--- config.mk ---
export PLATFORM = sky130hd
export DESIGN_NAME = dispid_validator
export DESIGN_NICKNAME = d
export VERILOG_FILES = /design/src/rtl/dispid_pkg.sv /design/src/rtl/dispid_pos_ctr.sv /design/src/rtl/dispid_field_chk.sv /design/src/rtl/dispid_sum_acc.sv /design/src/rtl/dispid_validator.sv
export SDC_FILE = /design/constraint.sdc
export NUM_CORES = 1
export LEC_CHECK = 0
export BUFFER_PORTS_ARGS = -buffer_cell sky130_fd_sc_hd__clkbuf_2
export CAP_MARGIN = 20
export CORE_ASPECT_RATIO = 0.6
export CORE_MARGIN = 2
export CORE_UTILIZATION = 62
export CTS_CLUSTER_SIZE = 40
export DETAILED_ROUTE_END_ITERATION = 6
export MAX_ROUTING_LAYER = met4
export PLACE_DENSITY = 0.94
export SKIP_CTS_REPAIR_TIMING = 1
export SLEW_MARGIN = 20
export SYNTH_ARGS = -nofsm -noshare
export SYNTH_HDL_FRONTEND = slang
export SYNTH_SLANG_ARGS = --single-unit
--- constraint.sdc ---
create_clock -name clk -period 5.47 [get_ports clk]
set_input_delay 0.2735 -clock clk [delete_from_list [all_inputs] [get_ports clk]]
set_output_delay 0.2735 -clock clk [all_outputs]
set_load 0.01 [all_outputs]
--- src/rtl/dispid_pkg.sv ---
package dispid_pkg;

  typedef enum logic [2:0] {
    RSN_OK  = 3'd0,
    RSN_HDR = 3'd1,
    RSN_VER = 3'd2,
    RSN_REV = 3'd3,
    RSN_SUM = 3'd4,
    RSN_LEN = 3'd5
  } rsn_e;

  localparam int DEF_BLK_LEN = 128;
  localparam int DEF_HDR_LEN = 8;
  localparam int DEF_VER_POS = 18;
  localparam int DEF_REV_POS = 19;
  localparam int DEF_VER_VAL = 1;
  localparam int DEF_REV_MIN = 1;
  localparam int DEF_REV_MAX = 3;

endpackage

--- src/rtl/dispid_pos_ctr.sv ---
module dispid_pos_ctr #(
  parameter int BLK_LEN = 128,
  parameter int CW      = $clog2(BLK_LEN + 1)
) (
  input  logic          clk,
  input  logic          rst,
  input  logic          step,
  input  logic          clr,
  output logic [CW-1:0] pos,
  output logic          at_end
);

  localparam logic [CW-1:0] POS_SAT  = CW'(BLK_LEN);
  localparam logic [CW-1:0] POS_LAST = CW'(BLK_LEN - 1);

  logic [CW-1:0] pos_q;

  always_ff @(posedge clk) begin
    if (rst) begin
      pos_q <= '0;
    end else if (step && clr) begin
      pos_q <= '0;
    end else if (step && (pos_q != POS_SAT)) begin
      pos_q <= pos_q + 1'b1;
    end
  end

  assign pos    = pos_q;
  assign at_end = (pos_q == POS_LAST);

  // count never runs past its saturation value
  a_r8_pos_bounded: assert property (@(posedge clk) disable iff (rst)
    pos_q <= POS_SAT);

  // a closing byte restarts the position
  a_r11_pos_restart: assert property (@(posedge clk) disable iff (rst)
    (step && clr) |=> (pos_q == '0));

  // idle cycles leave the position alone
  a_r10_pos_idle: assert property (@(posedge clk) disable iff (rst)
    !step |=> $stable(pos_q));

endmodule

--- src/rtl/dispid_field_chk.sv ---
module dispid_field_chk #(
  parameter int HDR_LEN = 8,
  parameter int VER_POS = 18,
  parameter int REV_POS = 19,
  parameter int VER_VAL = 1,
  parameter int REV_MIN = 1,
  parameter int REV_MAX = 3,
  parameter int CW      = 8
) (
  input  logic          clk,
  input  logic          rst,
  input  logic          step,
  input  logic          clr,
  input  logic [CW-1:0] pos,
  input  logic [7:0]    data,
  output logic          hdr_bad_nx,
  output logic          ver_bad_nx,
  output logic          rev_bad_nx
);

  localparam logic [CW-1:0] HDR_END_POS = CW'(HDR_LEN);
  localparam logic [CW-1:0] HDR_TAIL    = CW'(HDR_LEN - 1);
  localparam logic [CW-1:0] VPOS        = CW'(VER_POS);
  localparam logic [CW-1:0] RPOS        = CW'(REV_POS);
  localparam logic [7:0]    VVAL        = 8'(VER_VAL);
  localparam logic [7:0]    RLO         = 8'(REV_MIN);
  localparam logic [7:0]    RHI         = 8'(REV_MAX);

  logic       hdr_bad_q, ver_bad_q, rev_bad_q;
  logic [7:0] hdr_exp;
  logic       hdr_hit, ver_hit, rev_hit;

  // opening pattern: zero at both ends, all ones between
  always_comb begin
    if ((pos == '0) || (pos == HDR_TAIL)) hdr_exp = 8'h00;
    else                                  hdr_exp = 8'hFF;
  end

  assign hdr_hit = step && (pos < HDR_END_POS) && (data != hdr_exp);
  assign ver_hit = step && (pos == VPOS) && (data != VVAL);
  assign rev_hit = step && (pos == RPOS) && ((data < RLO) || (data > RHI));

  assign hdr_bad_nx = hdr_bad_q | hdr_hit;
  assign ver_bad_nx = ver_bad_q | ver_hit;
  assign rev_bad_nx = rev_bad_q | rev_hit;

  always_ff @(posedge clk) begin
    if (rst || (step && clr)) begin
      hdr_bad_q <= 1'b0;
      ver_bad_q <= 1'b0;
      rev_bad_q <= 1'b0;
    end else begin
      hdr_bad_q <= hdr_bad_nx;
      ver_bad_q <= ver_bad_nx;
      rev_bad_q <= rev_bad_nx;
    end
  end

  // a header failure stays recorded until the block closes
  a_r2_hdr_sticky: assert property (@(posedge clk) disable iff (rst)
    (hdr_bad_q && !(step && clr)) |=> hdr_bad_q);

  // the version flag only rises on the version position
  a_r3_ver_rise_pos: assert property (@(posedge clk) disable iff (rst)
    (!ver_bad_q && !(step && pos == VPOS)) |=> !ver_bad_q);

  // the revision flag only rises on the revision position
  a_r4_rev_rise_pos: assert property (@(posedge clk) disable iff (rst)
    (!rev_bad_q && !(step && pos == RPOS)) |=> !rev_bad_q);

  // every flag is clear after a closing byte
  a_r11_flags_clear: assert property (@(posedge clk) disable iff (rst)
    (step && clr) |=> (!hdr_bad_q && !ver_bad_q && !rev_bad_q));

endmodule

--- src/rtl/dispid_sum_acc.sv ---
module dispid_sum_acc #(
  parameter int DW = 8
) (
  input  logic          clk,
  input  logic          rst,
  input  logic          step,
  input  logic          clr,
  input  logic [DW-1:0] data,
  output logic [DW-1:0] sum_nx
);

  logic [DW-1:0] acc_q;

  assign sum_nx = step ? (acc_q + data) : acc_q;

  always_ff @(posedge clk) begin
    if (rst || (step && clr)) begin
      acc_q <= '0;
    end else begin
      acc_q <= sum_nx;
    end
  end

  // idle cycles leave the running sum untouched
  a_r10_sum_idle: assert property (@(posedge clk) disable iff (rst)
    !step |=> $stable(acc_q));

  // the running sum restarts after each closing byte
  a_r11_sum_clear: assert property (@(posedge clk) disable iff (rst)
    (step && clr) |=> (acc_q == '0));

endmodule

--- src/rtl/dispid_validator.sv ---
module dispid_validator
  import dispid_pkg::*;
#(
  parameter int BLK_LEN = DEF_BLK_LEN,
  parameter int HDR_LEN = DEF_HDR_LEN,
  parameter int VER_POS = DEF_VER_POS,
  parameter int REV_POS = DEF_REV_POS,
  parameter int VER_VAL = DEF_VER_VAL,
  parameter int REV_MIN = DEF_REV_MIN,
  parameter int REV_MAX = DEF_REV_MAX
) (
  input  logic       clk,
  input  logic       rst,
  input  logic       in_valid,
  input  logic [7:0] in_data,
  input  logic       in_last,
  output logic       out_valid,
  output logic       out_ok,
  output logic [2:0] out_reason
);

  localparam int CW = $clog2(BLK_LEN + 1);

  logic          fin;
  logic [CW-1:0] pos;
  logic          at_end;
  logic          hdr_bad, ver_bad, rev_bad;
  logic [7:0]    sum_nx;
  rsn_e          rsn_nx;
  logic          vld_q, ok_q;
  rsn_e          rsn_q;

  assign fin = in_valid && in_last;

  dispid_pos_ctr #(
    .BLK_LEN (BLK_LEN),
    .CW      (CW)
  ) u_pos (
    .clk    (clk),
    .rst    (rst),
    .step   (in_valid),
    .clr    (in_last),
    .pos    (pos),
    .at_end (at_end)
  );

  dispid_field_chk #(
    .HDR_LEN (HDR_LEN),
    .VER_POS (VER_POS),
    .REV_POS (REV_POS),
    .VER_VAL (VER_VAL),
    .REV_MIN (REV_MIN),
    .REV_MAX (REV_MAX),
    .CW      (CW)
  ) u_fld (
    .clk        (clk),
    .rst        (rst),
    .step       (in_valid),
    .clr        (in_last),
    .pos        (pos),
    .data       (in_data),
    .hdr_bad_nx (hdr_bad),
    .ver_bad_nx (ver_bad),
    .rev_bad_nx (rev_bad)
  );

  dispid_sum_acc #(
    .DW (8)
  ) u_sum (
    .clk    (clk),
    .rst    (rst),
    .step   (in_valid),
    .clr    (in_last),
    .data   (in_data),
    .sum_nx (sum_nx)
  );

  // length outranks content; content rules in fixed priority
  always_comb begin
    if (!at_end)             rsn_nx = RSN_LEN;
    else if (hdr_bad)        rsn_nx = RSN_HDR;
    else if (ver_bad)        rsn_nx = RSN_VER;
    else if (rev_bad)        rsn_nx = RSN_REV;
    else if (sum_nx != 8'h0) rsn_nx = RSN_SUM;
    else                     rsn_nx = RSN_OK;
  end

  always_ff @(posedge clk) begin
    if (rst) begin
      vld_q <= 1'b0;
      ok_q  <= 1'b0;
      rsn_q <= RSN_OK;
    end else begin
      vld_q <= fin;
      if (fin) begin
        ok_q  <= (rsn_nx == RSN_OK);
        rsn_q <= rsn_nx;
      end
    end
  end

  assign out_valid  = vld_q;
  assign out_ok     = ok_q;
  assign out_reason = rsn_q;

  // a closing byte yields a strobe on the next cycle
  a_r6_strobe_after_last: assert property (@(posedge clk) disable iff (rst)
    fin |=> out_valid);

  // no strobe without a closing byte
  a_r6_no_spurious: assert property (@(posedge clk) disable iff (rst)
    !fin |=> !out_valid);

  // pass flag agrees with the reason code
  a_r7_ok_matches_code: assert property (@(posedge clk) disable iff (rst)
    out_valid |-> (out_ok == (out_reason == 3'd0)));

  // verdict fields hold between strobes
  a_r12_hold: assert property (@(posedge clk) disable iff (rst)
    !fin |=> ($stable(out_ok) && $stable(out_reason)));

  // reason code stays inside the defined set
  a_r8_code_range: assert property (@(posedge clk) disable iff (rst)
    out_reason <= 3'd5);

endmodule

---- After elaboration in Yosys (flattened, before gate mapping) ----
Cells that the tools add are included.
word-level totals
  flip-flop bits (word level) ............. 24
  output and inout port bits .............. 5
  logic and storage cells ................. 45
cells by class
  multiplexer cells ....................... 7
  reduce and logical (&&, ||, !) cells .... 15
  equal/unequal tests ..................... 7
  order comparisons ....................... 3
  add/sub/neg operators ................... 2
  bitwise gates (word level) .............. 3
operators with widths
  operator             number
  $eq 8x5->1 const B   2
  $mux 8               2
  $mux 3               5
  $add 8x1->8 const B  1
  $add 8x8->8          1
  $eq 8x3->1 const B   1
  $eq 8x7->1 const B   1
  $gt 8x2->1 const B   1
  $logic_and 1x1->1    8
  $logic_not 8->1      1
  $lt 8x1->1 const B   1
  $lt 8x4->1 const B   1
  $ne 8x1->1 const B   1
  $ne 8x8->1           1
  $ne 8x8->1 const B   1
  $reduce_bool 8->1    1
  $logic_not 3->1      1
  $logic_or 1x1->1     3
  $or 1x1->1           3
  $reduce_or 2->1      1

---- Logic depth before layout (Yosys ltp) ----
Gate-level depths: netlist of run 1.
  word-level depth ........................ 9
  gate-level depth with buffers ........... 8

---- By module ----
A second synthesis of run 1 with hierarchy kept.
unflattened totals
  cells, all modules ...................... 180
  area, all modules ....................... 1554.0 sq um
by module, submodules not included
  module            instances  cells an instance  area an instance (sq um)
  dispid_sum_acc    1          75                 639.4
  dispid_pos_ctr    1          47                 416.6
  dispid_validator  1          28                 251.5
  dispid_field_chk  1          30                 246.5

---- Worst setup path after synthesis of run 1 ----
No wires, ideal clock.
  path type ............................... reg2reg
  start point ............................. register u_sum.acc_q[0]
  end point ............................... register rsn_q[2] (netlist: out_reason[2])
  buffers on the path ..................... 0
  data required time ...................... 5.356 ns
  path slack .............................. 3.229 ns
  setup time .............................. 0.114 ns
  cell stages (with the launch flop) ...... 9
  data arrival time ....................... 2.127 ns
  clock period less this slack ............ 2.241 ns
  cell sequence ........................... dfxtp_1 -> ha_1 -> fa_1 -> or3b_2 -> nor3_1 -> mux2i_1 -> a211oi_1 -> nand4_1 -> a21o_1
on the way
  word-level cells in the longest chain between the ends .. 8
RTL lines
  item                    RTL line                source
  from (decl)             dispid_sum_acc.sv:12    logic [DW-1:0] acc_q;
  from (signal assigned)  dispid_sum_acc.sv:20    acc_q <= sum_nx;
  $add 8x8->8             dispid_sum_acc.sv:14    assign sum_nx = step ? (acc_q + data) : acc_q;
  $mux 8 (*)              dispid_sum_acc.sv:14
  $reduce_bool 8->1 (*)   dispid_validator.sv:84  else if (sum_nx != 8'h0) rsn_nx = RSN_SUM;
  $mux 3 (*)              dispid_validator.sv:84
  $mux 3 (*)              dispid_validator.sv:83  else if (rev_bad) rsn_nx = RSN_REV;
  $mux 3 (*)              dispid_validator.sv:82  else if (ver_bad) rsn_nx = RSN_VER;
  $mux 3 (*)              dispid_validator.sv:81  else if (hdr_bad) rsn_nx = RSN_HDR;
  $mux 3 (*)              dispid_validator.sv:80  if (!at_end) rsn_nx = RSN_LEN;
  to (signal assigned)    dispid_validator.sv:97  rsn_q <= rsn_nx;
  to (decl)               dispid_validator.sv:31  rsn_e rsn_q;
Mark *: on every way between the ends. The rest lies on a longest branch, timed or not.
A chain may end at the register's enable or synchronous reset.

---- Final worst setup path of run 1 ----
Ends and elaborated chain as after synthesis.

==> flow_summary.yaml, run 1 <==
synthesis:
  synth_seq_cells: 24
  synth_area_um2: 1483
  yosysUniqueCellTypes: 38
  syn_area_per_cell_um2: 8.472
  synthFlopType: "dfxtp_1"
  async_reset_ff_frac: 0
  synth_edf_count: 0
  synthCells: 175
  yosysWarnings: 0
  syn-num-nets: 198
  ys_seq_area_frac: 0.3241
power_and_ir_drop:
  power.density_nw_per_um2: 247.0
  p_leak_nw: 0.7069
  vdd_ir_drop_max_mv: 0.1592
timing:
  finalCriticalPeriod_ns: 2.480
  fin_skew_ns: 0.002036
  fin_tns_setup_ns: 0
  fmax_mhz: 403.1
  rsz0062_at_grt: "no"
  worstMarginPinSlew_ns: 0.7226
  hold_viol: 0
  max-slew-margin-rel: 0.5182
  finalSetupViolCount: 0
  final_max_slew_viol_count: 0
  min_period_over_period: 0.4535
global_routing:
  grt_util_all_layers: 0.2811
  grt_max_degree: 20
  grt_first_pass_wirelength_um: 5740
  grt_pass1_vias: 1255
  grt_overflow_total: 0
  antenna_found_initial: 0
drt:
  wire_per_inst_um: 15.51
  vias_per_cell: 6.137
  drt_iter0_markers: 102
  routed_wl_um: 3396
  drt_pass1_iterations: 4
  drt.antenna.violating_nets: 0
  route.vias.total: 1344
  drc: 0
cts:
  clock_sinks: 24
  h-tree-depth: 1
  clockRootBuffer: "clkbuf_8"
  clockBufferDepth: 2
  worstSkewPairLatency_ns: 0.27
  cts_buffers: 3
  cts_tree: "built"
  clk_pin_slew_worst_paths_ns: 0.08
job:
  maxCapViolCount: 0
placed_design:
  port_buffers: 16
  dp_hpwl_um: 2663
  dp_cells: 215
  gp_congestion: 0.8631
die:
  die_w_um: 67.13
  design.core.area_um2: 2212
  io_pins: 17
  rows: 13
  die_h_um: 41.88
  start_util: 0.6702
  design.die.area_um2: 2811
finish:
  instances_no_fill: 219
  drive_gt1_frac: 0.1323
  final.fill_count: 181
  diodes: 0
  syn2layout_area_growth_pct: 9.873
  final_nets: 213
setup_path:
  cp.required_ns: 5.64
  worst_ep_arrival_time_ns: 2.65
  critPathLaunchType: "register"
  critPathMaxFanout: 3
  end_kind: "register"
  crit_type: "register to register"
  r2r_slack_ns: 2.99
run_status:
  status: "finished clean"
worst_hold_path:
  hold_class: "primary input to register"
==> metrics by stage <==
stage / hold slack (ns) / worst slack (ns) / area [um^2] / utilization / power, W
global route: 0.2778 / 2.852 / 1629 / 0.7364 / 0.0004211
detailed placement: 0.4482 / 2.966 / 1574 / 0.7115 / 0.0002825
global placement: 0.4411 / 3.043 / 1574 / 0.7115 / 0.0002789
floorplan: 0.3876 / 3.229 / 1483 / - / 0.0002590
finish: 0.2527 / 2.990 / 1629 / 0.7364 / 0.0004023
CTS: 0.2485 / 3.009 / 1629 / 0.7364 / 0.0004021
==> worst paths after layout <==
check / from / to / cells after the start
max reg2reg: u_sum.acc_q[0] / out_reason[2] / 8
max: u_sum.acc_q[0] / out_reason[2] / 8
min: rst / out_valid / 2
min reg2reg: out_ok / out_ok / 2
==> sequential cells by signal, indices dropped and copies added, names as in the netlist <==
| name | flops |
|---|---|
| u_pos.pos | 8 |
| u_sum.acc_q | 8 |
| out_reason | 3 |
| out_ok | 1 |
| out_valid | 1 |
| u_fld.hdr_bad_q | 1 |
| u_fld.rev_bad_q | 1 |
| u_fld.ver_bad_q | 1 |
==> cells in the final DEF, fill, tap and decap left out, drive strengths merged, types with 2 or more instances in the layout <==
cell	count
nand4	7
a31oi	2
xnor2	5
o31ai	2
dfxtp	24
xor2	5
nor2	28
nand3	4
nand4b	2
mux2i	9
nor3	6
inv	5
a21o	4
nor4	3
clkbuf	20
nand2b	4
ha	10
nand3b	2
a21boi	2
and3	4
nand2	10
a21oi	9
or3	4
a221oi	2
o21ai	5
==> per-layer routing <==
metal  up-vias  wire length, um  GRT usage
met5         -                0          -
met2        51             1430     0.4040
met1       625             1662     0.4020
li1        663                -          -
met3         5              271    0.06504
met4         0               32    0.06122
==> power breakdown <==
part,switching (W),internal (W),total [W]
combinational,0.0000527,0.0000381,0.0000908
clock,0.0000572,0.0000644,0.000122
sequential,0.00000685,0.000183,0.000190
==> worst max-delay path, stage by stage (launching register included) <==
cell	delay [ns]
dfxtp_1	0.38
ha_1	0.20
fa_1	0.44
or3b_2	0.50
nor3_1	0.15
mux2i_1	0.10
a211oi_1	0.25
nand4_1	0.16
a21o_1	0.18
==> logic make-up (layout without fill, tap and decap cells) <==
kind of cell	count (synthesis)	count (layout)	synth area share
adders and majority gates	11	11	0.09789
AOI/OAI and AO/OA	32	32	0.1460
buffers and inverters	11	25	0.03038
muxes	9	9	0.06076
xor gates and xnor gates	10	10	0.05907
DFF	24	24	0.3241
and+or+nand+nor	78	78	0.2818
==> synthesized netlist by cell type, types with 2 or more instances <==
master    count  area, um^2
a21boi_0      2       15.01
a21o_1        4       30.03
a21oi_1       9       45.04
a31oi_1       2       12.51
and3_1        4       25.02
clkbuf_1      5       18.77
dfxtp_1      24       480.5
ha_1         10       125.1
inv_1         5       18.77
mux2i_1       9       90.09
nand2_1      10       37.54
nand2b_1      4       25.02
nand3_1       4       20.02
nand3b_1      2       15.01
nand4_1       7       43.79
nand4b_1      2       17.52
nor2_1       28       105.1
nor3_1        6       30.03
nor4_1        3       18.77
o21ai_0       5       25.02
o31ai_1       2       15.01
or3_1         4       25.02
xnor2_1       5       43.79
xor2_1        5       43.79
==> area by class of cell <==
type / count / area [um^2] / share of cell area
clock buffer: 4 / 55.05 / 0.03379
inverter: 5 / 18.77 / 0.01152
multi-input combinational: 140 / 957.2 / 0.5876
sequential: 24 / 480.5 / 0.2949
tap: 30 / 37.54 / 0.02304
timing repair buffer: 16 / 80.08 / 0.04916
No activity file was read; power rests on OpenSTA's default activity.
==> inputs of run 2 (changes only) <==
--- a/config.mk
+++ b/config.mk
@@ -9,11 +9,11 @@
 export CAP_MARGIN = 20
 export CORE_ASPECT_RATIO = 0.6
 export CORE_MARGIN = 2
-export CORE_UTILIZATION = 62
+export CORE_UTILIZATION = 57
 export CTS_CLUSTER_SIZE = 40
 export DETAILED_ROUTE_END_ITERATION = 6
 export MAX_ROUTING_LAYER = met4
-export PLACE_DENSITY = 0.94
+export PLACE_DENSITY = 0.88
 export SKIP_CTS_REPAIR_TIMING = 1
 export SLEW_MARGIN = 20
 export SYNTH_ARGS = -nofsm -noshare
==> constraint.sdc (replaced) <==
create_clock -name clk -period 2.5 [get_ports clk]
set_input_delay 0.125 -clock clk [delete_from_list [all_inputs] [get_ports clk]]
set_output_delay 0.125 -clock clk [all_outputs]
set_load 0.01 [all_outputs]
==> run 2 against run 1 <==
  * Cell count is 0.91% higher
  * Largest power group unchanged
  * Highest routed layer unchanged
  * Wire length is 1.9% higher
  * Register-to-register slack worse by 2.8 ns
==> flow_summary.yaml, run 2 (synthesis results as in run 1) <==
drt:
  drc: 0
  drt_iter0_markers: 81
  drt_pass1_iterations: 4
  vias_per_cell: 6.009
  route.vias.total: 1328
  wire_per_inst_um: 15.67
  drt.antenna.violating_nets: 0
  routed_wl_um: 3462
timing:
  finalSetupViolCount: 0
  worstMarginPinSlew_ns: 0.7415
  fin_skew_ns: 0.009668
  final_max_slew_viol_count: 0
  min_period_over_period: 0.9281
  fin_tns_setup_ns: 0
  fmax_mhz: 431.0
  hold_viol: 0
  max-slew-margin-rel: 0.5057
  rsz0062_at_grt: "no"
  fin_ws_ns: 0.1797
  finalCriticalPeriod_ns: 2.320
die:
  design.core.area_um2: 2487
  io_pins: 17
  rows: 14
  design.die.area_um2: 3038
  start_util: 0.5961
  die_w_um: 69.84
  die_h_um: 43.51
placed_design:
  pre_cts_slack_ns: 0.1022
  port_buffers: 16
  dp_hpwl_um: 2601
  gp_congestion: 0.8972
  dp_cells: 217
finish:
  syn2layout_area_growth_pct: 12.15
  diodes: 0
  drive_gt1_frac: 0.1481
  layout_commonest_cell: "nor2_1"
  final_nets: 213
  final_cell_mix: "nor2_1 (28), dfxtp_1 (24), clkbuf_2 (16)"
  instances_no_fill: 221
cts:
  clock_sinks: 24
  cts_tree: "built"
  clockRootBuffer: "clkbuf_8"
  h-tree-depth: 1
  clk_pin_slew_worst_paths_ns: 0.09
  worstSkewPairLatency_ns: 0.27
  cts_buffers: 3
  clockBufferDepth: 2
power_and_ir_drop:
  vdd_ir_drop_max_mv: 0.3734
  p_comb_frac: 0.212
  internal_power_w: 0.0007000
  clockPowerShare: 0.354
  switchingPower_w: 0.0002581
  p_leak_nw: 0.7154
  power.density_nw_per_um2: 576.2
  swShare: 0.2694
  share_seq_of_total_power: 0.433
global_routing:
  grt_overflow_total: 0
  grt_first_pass_wirelength_um: 5720
  antenna_found_initial: 0
  grt_util_all_layers: 0.2514
  grt_pass1_vias: 1180
  grt_max_degree: 20
run_status:
  status: "finished clean"
worst_hold_path:
  hold_class: "primary input to register"
job:
  maxCapViolCount: 0
setup_path:
  end_kind: "register"
  worst_ep_arrival_time_ns: 2.49
  critPathLaunchType: "register"
  slowest_delay_ns: 0.44
  crit_slowest_cell: "fa_1"
  crit_type: "register to register"
  crit_chain: "ha_2 -> fa_1 -> or3b_4 -> nor3_2 -> mux2i_1 -> a211oi_1 -> nand4_1 -> a21o_1"
  cp.required_ns: 2.67
  critPathMaxFanout: 3
run 2: changes by cell type in the layout (fill, tap and decap cells not counted):
cell,delta
ha_1,-1
or3b_2,-1
clkbuf_8,-1
nor3_2,+2
nor3_1,-2
or3b_4,+1
ha_2,+1
bufinv_16,+1
run 2: per-layer routing:
layer	up-vias	wire (um)	track usage
met5	-	0	-
met4	0	10	0.05000
met3	2	188	0.06512
met2	30	1417	0.3486
met1	633	1846	0.3696
li1	663	-	-
run 2: critical path: cells and delay by family, from the launching register on:
kind | cells | cell delay, ns
AOI/OAI and AO/OA | 2 | 0.39
adders and majority gates | 2 | 0.65
DFF | 1 | 0.38
muxes | 1 | 0.09
and+or+nand+nor | 3 | 0.71
run 2: metrics by stage:
| stage | utilization | area [um^2] | total power [W] | hold slack, ns |
|---|---|---|---|---|
| floorplan | - | 1483 | 0.0005668 | 0.2391 |
| global placement | 0.6338 | 1577 | 0.0006118 | 0.3836 |
| detailed placement | 0.6338 | 1577 | 0.0006167 | 0.4013 |
| CTS | 0.6625 | 1648 | 0.0009481 | 0.1138 |
| global route | 0.6685 | 1663 | 0.001002 | 0.1298 |
| finish | 0.6685 | 1663 | 0.0009581 | 0.1242 |
run 2: worst paths after layout:
check	start	to	slack [ns]	cells past startpoint
worst max-delay path	u_sum.acc_q[0]	out_reason[2]	0.18	8
worst min-delay path	rst	out_valid	0.12	2
worst min register to register	out_ok	out_ok	0.48	2
worst max register to register	u_sum.acc_q[0]	out_reason[2]	0.18	8
run 2: layout make-up:
class	count	area [um^2]
Timing Repair Buffer	16	80.08
Fill cell	206	824.5
Sequential cell	24	480.5
Tap cell	32	40.04
Clock buffer	3	41.29
Multi-Input combinational cell	140	972.2
Inverter	5	18.77
Clock inverter	1	30.03
run 2: power by group through the flow:
stage	sequential, W	combinational (W)	clock, W
finish	0.000415	0.000203	0.000340
global route	0.000417	0.000224	0.000360
CTS	0.000414	0.000195	0.000339
detailed placement	0.000424	0.000193	0
global placement	0.000422	0.000189	0
floorplan	0.000421	0.000145	0
==> inputs of run 3 (changes only) <==
--- a/config.mk
+++ b/config.mk
@@ -9,13 +9,13 @@
 export CAP_MARGIN = 20
 export CORE_ASPECT_RATIO = 0.6
 export CORE_MARGIN = 2
-export CORE_UTILIZATION = 57
+export CORE_UTILIZATION = 60
+export CTS_BUF_LIST = sky130_fd_sc_hd__clkbuf_2
 export CTS_CLUSTER_SIZE = 40
 export DETAILED_ROUTE_END_ITERATION = 6
 export MAX_ROUTING_LAYER = met4
-export PLACE_DENSITY = 0.88
+export PLACE_DENSITY = 0.92
 export SKIP_CTS_REPAIR_TIMING = 1
-export SLEW_MARGIN = 20
 export SYNTH_ARGS = -nofsm -noshare
 export SYNTH_HDL_FRONTEND = slang
 export SYNTH_SLANG_ARGS = --single-unit
==> run 3 against run 2 <==
  * Wire length shrank 1.3%
  * Fmax fell by 1.2%
  * Via count up 2.3%
  * First-iteration DRC count is 11% higher
  * Sequential cell count unchanged
  * Critical endpoint unchanged
  * Largest cell class unchanged
==> flow_summary.yaml, run 3 (synthesis results as in run 1) <==
power_and_ir_drop:
  internal_power_w: 0.0006268
  share_seq_of_total_power: 0.473
  p_leak_nw: 0.7171
  clockPowerShare: 0.295
  swShare: 0.2890
  switchingPower_w: 0.0002548
  power.density_nw_per_um2: 534.2
  p_comb_frac: 0.233
  vdd_ir_drop_max_mv: 0.3352
setup_path:
  end_kind: "register"
  crit_slowest_cell: "fa_1"
  crit_buf_inv: 0
  cp_top_family: "compound AO/OA/AOI/OAI gates"
  critPathMaxFanout: 3
  slowest_delay_ns: 0.40
  cpMostUsedCell: "a21o_1"
  critPathLaunchType: "register"
  crit_type: "register to register"
  reg2reg_from: "u_sum.acc_q[0]"
  worst_ep_arrival_time_ns: 2.64
  worstSetupStartpoint: "u_sum.acc_q[0]"
  cp.required_ns: 2.79
  crit_chain: "ha_1 -> fa_1 -> a21o_1 -> a221oi_2 -> mux2i_1 -> a211oi_1 -> nand4_1 -> a21o_1"
die:
  io_pins: 17
  rows: 13
  die_h_um: 42.51
  design.core.area_um2: 2245
  design.die.area_um2: 2898
  die_w_um: 68.18
  start_util: 0.6605
finish:
  instances_no_fill: 221
  syn2layout_area_growth_pct: 11.31
  final_cell_mix: "nor2_1 (28), dfxtp_1 (23), clkbuf_2 (19)"
  drive_gt1_frac: 0.1518
  diodes: 0
  fin_area_um2: 1650
  final_nets: 215
  final.fill_count: 175
  layout_commonest_cell: "nor2_1"
timing:
  finalCriticalPeriod_ns: 2.349
  fmax_mhz: 425.7
  fin_tns_setup_ns: 0
  finalSetupViolCount: 0
  worstMarginPinSlew_ns: 0.7030
  hold_ws_ns: 0.08785
  rsz0062_at_grt: "no"
  hold_viol: 0
  final_max_slew_viol_count: 0
  min_period_over_period: 0.9397
  fin_skew_ns: 0.01220
  max-slew-margin-rel: 0.5314
cts:
  h-tree-depth: 1
  worstSkewPairLatency_ns: 0.35
  clockRootBuffer: "clkbuf_2"
  cts_buffers: 3
  cts_tree: "built"
  clk_pin_slew_worst_paths_ns: 0.24
  clock_sinks: 24
  clockBufferDepth: 2
drt:
  vias_per_cell: 6.149
  route.vias.total: 1359
  routed_wl_um: 3417
  drt.antenna.violating_nets: 0
  wire_per_inst_um: 15.46
  drt_iter0_markers: 90
  drc: 0
  drt_pass1_iterations: 4
job:
  maxCapViolCount: 0
worst_hold_path:
  hold_class: "primary input to register"
  hold_start: "in_last"
placed_design:
  dp_hpwl_um: 2623
  port_buffers: 16
  dp_cells: 216
  placed_area_um2: 1582
  gp_congestion: 0.9196
global_routing:
  grt_first_pass_wirelength_um: 5692
  grt_pass1_vias: 1257
  grt_max_degree: 20
  grt_overflow_total: 0
  antenna_found_initial: 0
  grt_util_all_layers: 0.2759
run_status:
  status: "finished clean"
## run 3: cell types whose count changed in the layout (fill, tap and decap cells not counted), sizes merged
cell         previous run  this run
buf                     0         1
dlygate4sd3             0         1
## run 3: worst reg2reg max path: cells and delay by family (launching register included)
kind / cells / cell delay (ns)
AOI/OAI and AO/OA: 4 / 0.98
adders and majority gates: 2 / 0.61
DFF: 1 / 0.39
muxes: 1 / 0.15
and+or+nand+nor: 1 / 0.16
## run 3: power groups by stage
stage               combinational, W  sequential, W  clock, W
finish                      0.000205       0.000417  0.000260
global route                0.000228       0.000419  0.000276
CTS                         0.000197       0.000416  0.000261
detailed placement          0.000195       0.000424         0
global placement            0.000190       0.000422         0
floorplan                   0.000145       0.000421         0
## run 3: layer usage
| layer | routed length [um] | track usage |
|---|---|---|
| met5 | 0 | - |
| met4 | 45 | 0.07600 |
| met3 | 192 | 0.06989 |
| met2 | 1455 | 0.3981 |
| met1 | 1723 | 0.3814 |
## run 3: final cells by class
cell class	count	area [um^2]	share of cell area
repair buffers	18	97.59	0.05914
clock buffers	3	15.01	0.009098
multi-input cells	140	969.7	0.5876
flip-flops and latches	24	481.7	0.2919
well taps	30	37.54	0.02274
clock inverters	1	30.03	0.01820
inverters	5	18.77	0.01137
## run 3: final timing paths
| check | to | depth (start not counted) | slack, ns |
|---|---|---|---|
| max | out_reason[2] | 8 | 0.15 |
| min | out_ok | 4 | 0.09 |
| max reg2reg | out_reason[2] | 8 | 0.15 |
| min reg2reg | out_ok | 2 | 0.47 |
## run 3: metrics by stage
step                      setup WS (ns)  utilization  total power [W]
after global routing            0.03726       0.7352        0.0009231
after floorplan                  0.2587            -        0.0005668
after CTS                       0.01431       0.7246        0.0008747
after global placement           0.1705       0.7046        0.0006124
final                            0.1508       0.7352        0.0008816
after detailed placement        0.05528       0.7046        0.0006190
